<file path="src/rtl/gpio_port_pkg.sv">
package gpio_port_pkg;
  localparam logic [15:0] ADR_DIR  = 16'hFE29;
  localparam logic [15:0] ADR_DATA = 16'hFF69;
  localparam logic [15:0] ADR_PIN  = 16'hFF59;
  localparam logic [15:0] ADR_PULL = 16'hFE36;
  localparam logic [15:0] ADR_ODRN = 16'hFE3D;
  localparam logic [15:0] ADR_FUNC = 16'hFE33;

  typedef enum logic [2:0] {
    SEL_NONE, SEL_DIR, SEL_DATA, SEL_PIN, SEL_PULL, SEL_ODRN, SEL_FUNC
  } reg_sel_e;

  function automatic logic is_expanded(input logic [2:0] mode);
    return (mode == 3'd1) || (mode == 3'd2) || (mode == 3'd5) || (mode == 3'd6);
  endfunction
endpackage

</file>
<file path="src/rtl/gpio_port_regs.sv">
module gpio_port_regs
  import gpio_port_pkg::*;
#(
  parameter int PINS = 8
) (
  input  logic            clk_i,
  input  logic            rst_ni,
  input  logic            hw_stby_i,
  input  logic [15:0]     addr_i,
  input  logic            wr_i,
  input  logic            rd_i,
  input  logic [PINS-1:0] wdata_i,
  input  logic [PINS-1:0] pin_i,
  output logic [PINS-1:0] rdata_o,
  output logic [PINS-1:0] dir_o,
  output logic [PINS-1:0] data_o,
  output logic [PINS-1:0] pull_o,
  output logic [PINS-1:0] odrn_o,
  output logic [PINS-1:0] func_o
);
  reg_sel_e sel;

  always_comb begin
    case (addr_i)
      ADR_DIR:  sel = SEL_DIR;
      ADR_DATA: sel = SEL_DATA;
      ADR_PIN:  sel = SEL_PIN;
      ADR_PULL: sel = SEL_PULL;
      ADR_ODRN: sel = SEL_ODRN;
      ADR_FUNC: sel = SEL_FUNC;
      default:  sel = SEL_NONE;
    endcase
  end

  always_ff @(posedge clk_i or negedge rst_ni) begin
    if (!rst_ni) begin
      dir_o  <= '0;
      data_o <= '0;
      pull_o <= '0;
      odrn_o <= '0;
      func_o <= '1;
    end else begin
      if (hw_stby_i)                    dir_o <= '0;
      else if (wr_i && sel == SEL_DIR)  dir_o <= wdata_i;
      if (wr_i && sel == SEL_DATA) data_o <= wdata_i;
      if (wr_i && sel == SEL_PULL) pull_o <= wdata_i;
      if (wr_i && sel == SEL_ODRN) odrn_o <= wdata_i;
      if (wr_i && sel == SEL_FUNC) func_o <= wdata_i;
    end
  end

  // direction register is write-only; reads return all ones
  always_comb begin
    rdata_o = '0;
    if (rd_i) begin
      case (sel)
        SEL_DIR:  rdata_o = '1;
        SEL_DATA: rdata_o = data_o;
        SEL_PIN:  rdata_o = pin_i;
        SEL_PULL: rdata_o = pull_o;
        SEL_ODRN: rdata_o = odrn_o;
        SEL_FUNC: rdata_o = func_o;
        default:  rdata_o = '0;
      endcase
    end
  end
endmodule

</file>
<file path="src/rtl/gpio_pin_mux.sv">
module gpio_pin_mux #(
  parameter int PINS  = 8,
  parameter int FIXED = 5
) (
  input  logic            clk_i,
  input  logic            rst_ni,
  input  logic            expanded_i,
  input  logic            sw_stby_i,
  input  logic            hw_stby_i,
  input  logic            hold_i,
  input  logic [PINS-1:0] abus_i,
  input  logic [PINS-1:0] dir_i,
  input  logic [PINS-1:0] data_i,
  input  logic [PINS-1:0] pull_i,
  input  logic [PINS-1:0] odrn_i,
  input  logic [PINS-1:0] func_i,
  output logic [PINS-1:0] out_o,
  output logic [PINS-1:0] oe_o,
  output logic [PINS-1:0] pu_o
);
  logic [PINS-1:0] abus_q;
  logic            addr_drive;

  // last address seen outside software standby
  always_ff @(posedge clk_i or negedge rst_ni) begin
    if (!rst_ni)         abus_q <= '0;
    else if (!sw_stby_i) abus_q <= abus_i;
  end

  assign addr_drive = !hw_stby_i && !(sw_stby_i && !hold_i);

  for (genvar i = 0; i < PINS; i++) begin : g_pin
    localparam bit Forced = (i < FIXED);
    logic is_addr;
    assign is_addr = expanded_i && (Forced || (func_i[i] && dir_i[i]));

    always_comb begin
      if (is_addr) begin
        out_o[i] = sw_stby_i ? abus_q[i] : abus_i[i];
        oe_o[i]  = addr_drive;
      end else if (dir_i[i]) begin
        out_o[i] = odrn_i[i] ? 1'b0 : data_i[i];
        oe_o[i]  = !hw_stby_i && !(odrn_i[i] && data_i[i]);
      end else begin
        out_o[i] = 1'b0;
        oe_o[i]  = 1'b0;
      end
      pu_o[i] = pull_i[i] && !is_addr && !dir_i[i] && !sw_stby_i && !hw_stby_i;
    end
  end
endmodule

</file>
<file path="src/rtl/gpio_addr_port.sv">
module gpio_addr_port
  import gpio_port_pkg::*;
#(
  parameter int PINS            = 8,
  parameter int FIXED_ADDR_PINS = 5
) (
  input  logic            clk_i,
  input  logic            rst_ni,
  input  logic [15:0]     bus_addr_i,
  input  logic            bus_wr_i,
  input  logic            bus_rd_i,
  input  logic [PINS-1:0] bus_wdata_i,
  output logic [PINS-1:0] bus_rdata_o,
  input  logic [2:0]      mode_i,
  input  logic            hw_stby_i,
  input  logic            sw_stby_i,
  input  logic            stby_hold_i,
  input  logic [PINS-1:0] abus_hi_i,
  input  logic [PINS-1:0] pin_i,
  output logic [PINS-1:0] pin_out_o,
  output logic [PINS-1:0] pin_oe_o,
  output logic [PINS-1:0] pin_pu_o
);
  logic [PINS-1:0] dir, data, pull, odrn, func;
  logic            expanded;

  assign expanded = is_expanded(mode_i);

  gpio_port_regs #(.PINS(PINS)) u_regs (
    .clk_i    (clk_i),
    .rst_ni   (rst_ni),
    .hw_stby_i(hw_stby_i),
    .addr_i   (bus_addr_i),
    .wr_i     (bus_wr_i),
    .rd_i     (bus_rd_i),
    .wdata_i  (bus_wdata_i),
    .pin_i    (pin_i),
    .rdata_o  (bus_rdata_o),
    .dir_o    (dir),
    .data_o   (data),
    .pull_o   (pull),
    .odrn_o   (odrn),
    .func_o   (func)
  );

  gpio_pin_mux #(.PINS(PINS), .FIXED(FIXED_ADDR_PINS)) u_mux (
    .clk_i     (clk_i),
    .rst_ni    (rst_ni),
    .expanded_i(expanded),
    .sw_stby_i (sw_stby_i),
    .hw_stby_i (hw_stby_i),
    .hold_i    (stby_hold_i),
    .abus_i    (abus_hi_i),
    .dir_i     (dir),
    .data_i    (data),
    .pull_i    (pull),
    .odrn_i    (odrn),
    .func_i    (func),
    .out_o     (pin_out_o),
    .oe_o      (pin_oe_o),
    .pu_o      (pin_pu_o)
  );
endmodule

</file>
<file path="config.mk">
export PLATFORM = sky130hd
export DESIGN_NAME = gpio_addr_port
export DESIGN_NICKNAME = d
export VERILOG_FILES = /design/src/rtl/gpio_port_pkg.sv /design/src/rtl/gpio_port_regs.sv /design/src/rtl/gpio_pin_mux.sv /design/src/rtl/gpio_addr_port.sv
export SDC_FILE = /design/constraint.sdc
export NUM_CORES = 1
export LEC_CHECK = 0
export ABC_AREA = 1
export CAP_MARGIN = 15
export CORE_ASPECT_RATIO = 1.5
export CORE_MARGIN = 2
export CORE_UTILIZATION = 44
export DETAILED_ROUTE_END_ITERATION = 8
export PLACE_DENSITY = 0.72
export SETUP_SLACK_MARGIN = 0.4
export SYNTH_ARGS = -nofsm -noshare
export SYNTH_HDL_FRONTEND = slang
export SYNTH_SLANG_ARGS = --single-unit
</file>
<file path="constraint.sdc">
create_clock -name clk_i -period 3.85 [get_ports clk_i]
set_input_delay 1.155 -clock clk_i [delete_from_list [all_inputs] [get_ports clk_i]]
set_output_delay 1.155 -clock clk_i [all_outputs]
set_load 0.005 [all_outputs]
</file>
==> results of run 1 <==
==> flip-flops by register name, indices dropped and copies added (netlist names) <==
| name | count |
|---|---|
| u_regs.odrn_o | 8 |
| u_regs.data_o | 8 |
| u_regs.pull_o | 8 |
| u_regs.dir_o | 8 |
| u_mux.abus_q | 8 |
| u_regs.func_o | 8 |
==> cells by family (layout without fill, tap and decap cells) <==
group,count (synthesis),after routing,share of synthesized area (%)
multiplexers,8,8,2.90
AND/OR/NAND/NOR,221,225,36.2
buffers and inverters,53,167,8.97
flip-flops,48,48,38.9
AO/OA/AOI/OAI,62,62,13.0
==> worst max path at each step <==
stage | start | to | slack [ns] | cells past startpoint
4_1_cts | bus_addr_i[8] | bus_rdata_o[6] | 0.32 | 12
5_1_grt | bus_addr_i[8] | bus_rdata_o[6] | 0.29 | 12
2_1_floorplan | bus_addr_i[15] | bus_rdata_o[3] | 0.63 | 10
3_5_place_dp | bus_addr_i[3] | bus_rdata_o[5] | -0.52 | 10
6_report | bus_addr_i[8] | bus_rdata_o[6] | 0.37 | 12
3_3_place_gp | bus_addr_i[3] | bus_rdata_o[3] | -0.50 | 11
==> critical path, cell delays in order <==
cell and delay, ns:
buf_6 0.09, inv_2 0.03, nand4_1 0.11, nor2_4 0.17
buf_12 0.15, buf_12 0.10, buf_6 0.09, nand3_2 0.04
nand2_1 0.07, nor2_1 0.04, a21oi_1 0.13, buf_2 0.14
==> timing repair <==
action                     CTS  global route
gates resized for setup    217            81
hold endpoints to repair     0             0
pin swaps                   51            51
setup buffers               13             7
setup endpoints to repair   32            29
cloned                       4             0
==> metrics by stage <==
stage | hold WS [ns] | cells
floorplan | 0.453 | 392
global placement | 0.463 | 555
detailed placement | 0.472 | 555
CTS | 0.489 | 580
global route | 0.510 | 588
finish | 0.491 | 588
==> power by group <==
group | switching, uW | internal (uW) | leakage, uW
logic | 92.5 | 81.9 | 0.00151
registers | 2.06 | 513 | 0.000623
clock network | 174 | 127 | 0.0000412
total | 269 | 722 | 0.00218
==> final cells by class <==
class	count	area [sq um]	area share (%)
clock buffers	6	72.6	1.57
flip-flops and latches	48	1210	26.2
well taps	78	97.6	2.11
clock inverters	2	12.5	0.270
multi-input cells	295	1990	43.1
inverters	40	155	3.35
repair buffers	119	1080	23.4
==> cells in the final DEF (no fill, tap or decap), types with 17 or more instances in the layout <==
master and instances:
nand3_2 29, nor2_1 17, buf_6 20, buf_2 22
o21ai_2 18, nand3_1 21, nand2_1 91, o21ai_1 19
buf_4 19, inv_1 32, clkdlybuf4s50_1 27, dfrtp_1 40
==> layer usage <==
metal / routed length [um] / share of wire, % / vias up
met5: 0 / 0 / -
met1: 3550 / 36 / 1501
met4: 308 / 3.1 / 0
met3: 708 / 7.2 / 26
li1: - / - / 1525
met2: 5320 / 54 / 123
==> impl_metrics.tcl, run 1 <==
set metrics [dict create \
    status "finished clean" \
    clockBufferDepth 2 \
    synth.distinct_cells 29 \
    rsz0062_at_grt "yes" \
    area_delta_synth_final_pct 48.7 \
    yosys_warnings 0 \
    period_minus_slack_ns 3.48 \
    drt_pass1_iterations 5 \
    grt_max_degree 49 \
    avgViaCountPerCell 5.40 \
    place_area_sq_mm 0.00404 \
    post-route-util_pct 67.5 \
    grt_pass1_vias 3109 \
    crit_path_start_kind "input port" \
    dpl.hpwl_um 6260 \
    ir_worst_vdd_v 0.000137 \
    syn_area_per_cell_sq_um 7.94 \
    reg2regPathDepth 4 \
    grt_pass1_wl_um 15000 \
    busiest_layer "met2" \
    cts.sinks 48 \
    crit_path_max_fanout 6 \
    htree_num_levels 2 \
    grt_use_met2_pct 45.1 \
    synthCells 392 \
    synth-seq-cells 48 \
    synth_edf_count 0 \
    critPathArrivalTime_ns 2.33 \
    gp_congestion 0.806 \
    wl_per_cell_um 16.8 \
    ant_nets 0 \
    hold_viol 0 \
    clockRootBuffer "clkbuf_8" \
    die_area_sq_mm 0.00777 \
    power_density_mw_per_mm2 214 \
    groute.usage.overall_pct 25.4 \
    p_leak_uw 0.00218 \
    grt-ovfl-total 0 \
    fillerInstances 560 \
    nNetsFinal 559 \
    grtUsageMet1_pct 30.3 \
    fin_crit_sh_pct 90.5 \
    min_path_cells 2 \
    max_freq_mhz 287 \
    start_util_pct 45.4 \
    min-delay-start "u_regs.func_o[4]" \
    dp_slack_ns -0.517 \
    yosysTopAreaCell "dfrtp_1" \
    port_buffers 80 \
    synth_nets 442 \
    clk_latency_ns 0.31 \
    drcViolationCount 0 \
    r2r_end "u_regs.dir_o[1]" \
    slew_headroom_pct 65.4 \
    die_h_um 107 \
    core_area_sq_mm 0.00685 \
    fin_ws_ns 0.365 \
    drive_gt1_share_pct 44.1 \
    synth_most_common_cell "nand2_1" \
    drt_wl_total_um 9890 \
    netlist_area_sq_mm 0.00311 \
    p_total_uw 990 \
    ioPinCount 82 \
    synth_flop_cell "dfrtp_1" \
    path_class "in2out" \
    synth_common_cells "nand2_1 (110), nand3_1 (50), dfrtp_1 (40), inv_1 (38), nor2_1 (30)" \
    yosys.area.top_type_share_pct 32.2 \
    synthTopCellsByArea "dfrtp_1 (32%), nand2_1 (13%), nand3_1 (8.0%)" \
    tightest_slew_ns 0.518 \
    row_count 37 \
    finalInstanceArea_sq_mm 0.00463 \
    first_iter_violations 229 \
    vias 3175 \
    final-setup-viol-count 0 \
    worstReg2RegStart "u_regs.dir_o[1]" \
    insertedDiodeCount 0 \
    antenna_found_initial 0 \
    numCtsBuffers 5 \
    tns_ns 0 \
    min_path_type "reg2reg" \
    met3_usage_pct 3.67 \
    worst-r2r-setup-slack_ns 2.98 \
    drv_slew 0 \
    cts_tree "done" \
    cap_viol_max_count 0 \
    cts_hold_buf 0 \
    async_flop_share_pct 100 \
    yosysSeqAreaShare_pct 38.9 \
    cp-end-kind "output port" \
    path_clk_slew_ns 0.09 \
    skew_ns 0 \
    die_w_um 72.7 \
    min_to "u_regs.func_o[4]" \
    cp.required_ns 2.69 \
]
Power figures use the tool's default switching activity.
==> run 2, diff against run 1 <==
CELL_PAD_IN_SITES_DETAIL_PLACEMENT = 0   (was unset)
CELL_PAD_IN_SITES_GLOBAL_PLACEMENT = 1   (was unset)
CORE_UTILIZATION = 38   (was 44)
PLACE_DENSITY = 0.84   (was 0.72)
==> impl_metrics.tcl, run 2 (synthesized netlist as in run 1, its figures left out) <==
set metrics [dict create \
    status "finished clean" \
    layout_common_cells "nand2_1 (90), dfrtp_1 (40), inv_1 (30)" \
    slew_headroom_pct 65.8 \
    ant_nets 0 \
    cp-end-kind "output port" \
    drv_slew 0 \
    critPathArrivalTime_ns 2.30 \
    hold_slack_ns 0.482 \
    htree_num_levels 2 \
    cap_viol_max_count 0 \
    startpoint "bus_addr_i[7]" \
    gp_congestion 0.780 \
    final_common_cell "nand2_1" \
    reg2regPathDepth 4 \
    cts_hold_buf 0 \
    max_freq_mhz 289 \
    skew_ns 0 \
    worstReg2RegStart "u_regs.dir_o[2]" \
    min-delay-start "u_regs.func_o[1]" \
    cts.sinks 48 \
    cp_slowest_stage_delay_ns 0.19 \
    first_iter_violations 235 \
    fillerInstances 715 \
    hold_viol 0 \
    vias 3120 \
    grt_pass1_vias 3084 \
    drt_wl_total_um 9950 \
    place_area_sq_mm 0.00408 \
    fin_crit_sh_pct 89.7 \
    antenna_found_initial 0 \
    area_delta_synth_final_pct 56.2 \
    path_clk_slew_ns 0.06 \
    avgViaCountPerCell 5.04 \
    grt_pass1_wl_um 15100 \
    worstPathCellList "buf_6 -> nor2_4 -> nand2_8 -> nor2_8 -> buf_4 -> nand3_2 -> nand2_2 -> nor2_4 -> a21oi_2 -> buf_2" \
    tightest_slew_ns 0.511 \
    final-setup-viol-count 0 \
    drcViolationCount 0 \
    p_leak_uw 0.00228 \
    ioPinCount 82 \
    ir_worst_vdd_v 0.000214 \
    min_path_cells 2 \
    numCtsBuffers 5 \
    slowest_stage "nor2_8" \
    power_density_mw_per_mm2 232 \
    groute.usage.overall_pct 22.2 \
    crit_path_max_fanout 4 \
    min_to "u_regs.func_o[1]" \
    r2r_end "u_regs.dir_o[2]" \
    grt-ovfl-total 0 \
    clockRootBuffer "clkbuf_16" \
    finalInstanceArea_sq_mm 0.00486 \
    port_buffers 80 \
    cts_tree "done" \
    insertedDiodeCount 0 \
    die_w_um 77.9 \
    rsz0062_at_grt "yes" \
    path_class "in2out" \
    drt_pass1_iterations 4 \
    period_minus_slack_ns 3.46 \
    clk_latency_ns 0.30 \
    nNetsFinal 563 \
    die_h_um 115 \
    min_path_type "reg2reg" \
    cp_common_cell "nor2_4" \
    worst-r2r-setup-slack_ns 3.03 \
    start_util_pct 39.1 \
    dpl.hpwl_um 6640 \
    drive_gt1_share_pct 43.8 \
    core_area_sq_mm 0.00796 \
    clockBufferDepth 2 \
    crit_path_start_kind "input port" \
    cp.required_ns 2.69 \
    wl_per_cell_um 16.1 \
    row_count 40 \
    die_area_sq_mm 0.00894 \
    grt_max_degree 49 \
]
run 2: cell types whose count changed in the layout (fill, tap and decap cells not counted), moves of 3 or more:
cell | before | now
buf_6 | 20 | 27
clkbuf_2 | 10 | 3
clkbuf_16 | 0 | 5
o21ai_1 | 19 | 15
dlygate4sd2_1 | 4 | 9
clkbuf_8 | 5 | 0
nand3_1 | 21 | 27
nor2_1 | 17 | 13
nand3_2 | 29 | 23
buf_2 | 22 | 19
run 2: repair_timing:
item / CTS / global route
gates resized for setup: 230 / 68
buffers inserted: 24 / 4
setup endpoints to repair: 32 / 24
pin swaps: 45 / 44
gates cloned: 2 / 0
run 2: worst max-delay path: cells and delay by family:
family,cells,cell delay [ns]
simple gates,6,0.66
compound gates,1,0.11
buf+inv,3,0.36
run 2: layer usage:
layer  track usage, %  wire [um]  share of wire [%]  vias up
met2             38.7       5250                 53       90
li1                 -          -                  -     1525
met1             26.1       3780                 38     1480
met5                0          0                  0        -
met4             11.9        456                4.6        0
met3             3.45        456                4.6       25
run 2: worst max path at each step:
stage,to,slack [ns]
after floorplan,bus_rdata_o[3],0.63
after global placement,bus_rdata_o[3],-0.52
after detailed placement,bus_rdata_o[3],-0.52
after CTS,bus_rdata_o[5],0.36
after global routing,bus_rdata_o[7],0.30
final,bus_rdata_o[2],0.39
run 2: report_power, final:
group	leakage (uW)	internal, uW	switching (uW)	total, uW
Clock	0.0000679	240	186	427
Combinational	0.00159	92.3	93.6	186
Sequential	0.000623	513	2.01	515
Total	0.00228	846	282	1130
run 2: cell type report:
cell class              instances  area [sq um]  area share, %
clock inverters                 1          5.00          0.103
well taps                     105           131           2.70
clock buffers                   7           133           2.73
repair buffers                127          1260           26.0
multi-input cells             291          1960           40.3
flip-flops and latches         48          1210           24.9
inverters                      40           155           3.19
run 2: through the flow:
stage | instances | setup slack (ns) | utilization (%) | TNS (ns) | total power [uW]
floorplan | 392 | 0.630 | - | 0 | 578
global placement | 580 | -0.518 | 51.3 | -8.74 | 679
detailed placement | 580 | -0.524 | 51.3 | -8.58 | 682
CTS | 614 | 0.359 | 57.8 | 0 | 1120
global route | 619 | 0.300 | 61.1 | 0 | 1160
finish | 619 | 0.395 | 61.1 | 0 | 1130
==> run 3, diff against run 2 <==
SETUP_SLACK_MARGIN = unset   (was 0.4)
==> impl_metrics.tcl, run 3 (synthesized netlist as in run 1, its figures left out) <==
set metrics [dict create \
    min_path_type "reg2reg" \
    skew_ns 0 \
    path_class "in2out" \
    grt-ovfl-total 0 \
    start_util_pct 39.1 \
    cp_slowest_stage_delay_ns 0.54 \
    path_delay_family "buffers and inverters" \
    cap_viol_max_count 0 \
    core_area_sq_mm 0.00796 \
    crit_buf_inv 3 \
    die_h_um 115 \
    cp.required_ns 2.69 \
    drive_gt1_share_pct 26.7 \
    die_w_um 77.9 \
    path_clk_slew_ns 0.06 \
    p_leak_uw 0.00224 \
    avgViaCountPerCell 4.97 \
    cts_hold_buf 0 \
    layout_common_cells "nand2_1 (102), nand3_1 (47), dfrtp_1 (40)" \
    nNetsFinal 555 \
    numCtsBuffers 5 \
    ioPinCount 82 \
    drt_wl_total_um 9480 \
    gp_congestion 0.780 \
    first_iter_violations 191 \
    grt_pass1_vias 2990 \
    ant_nets 0 \
    final_common_cell "nand2_1" \
    rsz0062_at_grt "no" \
    hold_viol 0 \
    drcViolationCount 0 \
    area_delta_synth_final_pct 44.5 \
    cp-end-kind "output port" \
    clockBufferDepth 2 \
    port_buffers 80 \
    drt_pass1_iterations 4 \
    groute.usage.overall_pct 21.9 \
    power_density_mw_per_mm2 244 \
    wl_per_cell_um 15.5 \
    tightest_slew_ns 0.500 \
    vias 3039 \
    fin_crit_sh_pct 98.4 \
    ir_worst_vdd_v 0.000218 \
    antenna_found_initial 0 \
    critPathArrivalTime_ns 2.64 \
    grt_max_degree 49 \
    hold_slack_ns 0.481 \
    drv_slew 0 \
    status "finished clean" \
    grt_pass1_wl_um 14900 \
    crit_path_max_fanout 3 \
    cp_common_cell "clkdlybuf4s50_1" \
    insertedDiodeCount 0 \
    die_area_sq_mm 0.00894 \
    p_total_uw 1100 \
    crit_path_start_kind "input port" \
    slew_headroom_pct 66.6 \
    cts.sinks 48 \
    row_count 40 \
    final-setup-viol-count 0 \
    slowest_stage "clkdlybuf4s50_1" \
    max_freq_mhz 264 \
    cts_tree "done" \
    dpl.hpwl_um 6640 \
    htree_num_levels 2 \
    clk_latency_ns 0.29 \
    worstPathCellList "clkdlybuf4s50_1 -> nor2_2 -> buf_4 -> nand2_1 -> nor2_1 -> clkdlybuf4s50_1" \
    period_minus_slack_ns 3.79 \
    clockRootBuffer "clkbuf_16" \
]
==> run 3: cell types whose count changed in the layout (fill, tap and decap cells not counted), sizes merged <==
cell | previous run | this run
buf | 78 | 47
clkbuf | 10 | 8
clkdlybuf4s15 | 10 | 0
clkdlybuf4s50 | 26 | 31
dlygate4sd2 | 9 | 38
dlymetal6s2s | 1 | 2
==> run 3: layout make-up <==
type | count | area [sq um]
inverters | 40 | 150
repair buffers | 119 | 1160
multi-input cells | 291 | 1710
clock inverters | 1 | 5.00
flip-flops and latches | 48 | 1210
well taps | 105 | 131
clock buffers | 7 | 133
fillers | 783 | 3460
==> run 3: stage by stage <==
step,util (%),worst slack (ns),TNS (ns),cell area [sq um],cells
6_report,56.5,0.0600,0,4500,611
5_1_grt,56.5,0.0187,0,4500,611
4_1_cts,56.1,0.0437,0,4460,610
3_5_place_dp,51.3,-0.524,-8.58,4080,580
3_3_place_gp,51.3,-0.518,-8.74,4080,580
2_1_floorplan,-,0.630,0,3110,392
==> run 3: repair_timing <==
| item | in CTS | in global routing |
|---|---|---|
| gates resized for setup | 101 | 7 |
| setup buffers | 20 | 0 |
| pin swaps | 21 | 2 |
| cloned | 2 | 0 |
| endpoints found under the setup margin | 30 | 11 |
| endpoints found under the hold margin | 0 | 0 |
==> run 3: metal layers <==
layer  vias up  GRT usage, %  share of wire [%]
li1       1508             -                  -
met1      1404          26.0                 38
met2       106          38.2                 51
met3        21          3.45                7.2
met4         0          10.8                4.1
met5         -             0                  0
==> run 3: worst register-to-register path, stage by stage (launching register included) <==
cell and delay [ns]:
dfrtp_1 0.37, inv_1 0.11, nor2_1 0.07, nand2_1 0.07, o31ai_1 0.07
==> run 3: worst paths after layout <==
path                                       start          endpoint  slack, ns  depth (start not counted)
worst min register to register  u_regs.func_o[1]  u_regs.func_o[1]       0.48                          2
worst min-delay path            u_regs.func_o[1]  u_regs.func_o[1]       0.48                          2
worst max-delay path                   hw_stby_i       pin_pu_o[7]       0.06                          6
min in group asynchronous                 rst_ni   u_mux.abus_q[4]       0.70                          1
worst max register to register   u_regs.dir_o[2]   u_regs.dir_o[2]       3.05                          4
max in group asynchronous                 rst_ni  u_regs.func_o[4]       2.59                          2
==> run 3: power breakdown <==
| group | internal, uW | switching [uW] |
|---|---|---|
| clock | 240 | 187 |
| sequential | 513 | 1.90 |
| combinational | 75.6 | 80.8 |
| total | 829 | 269 |
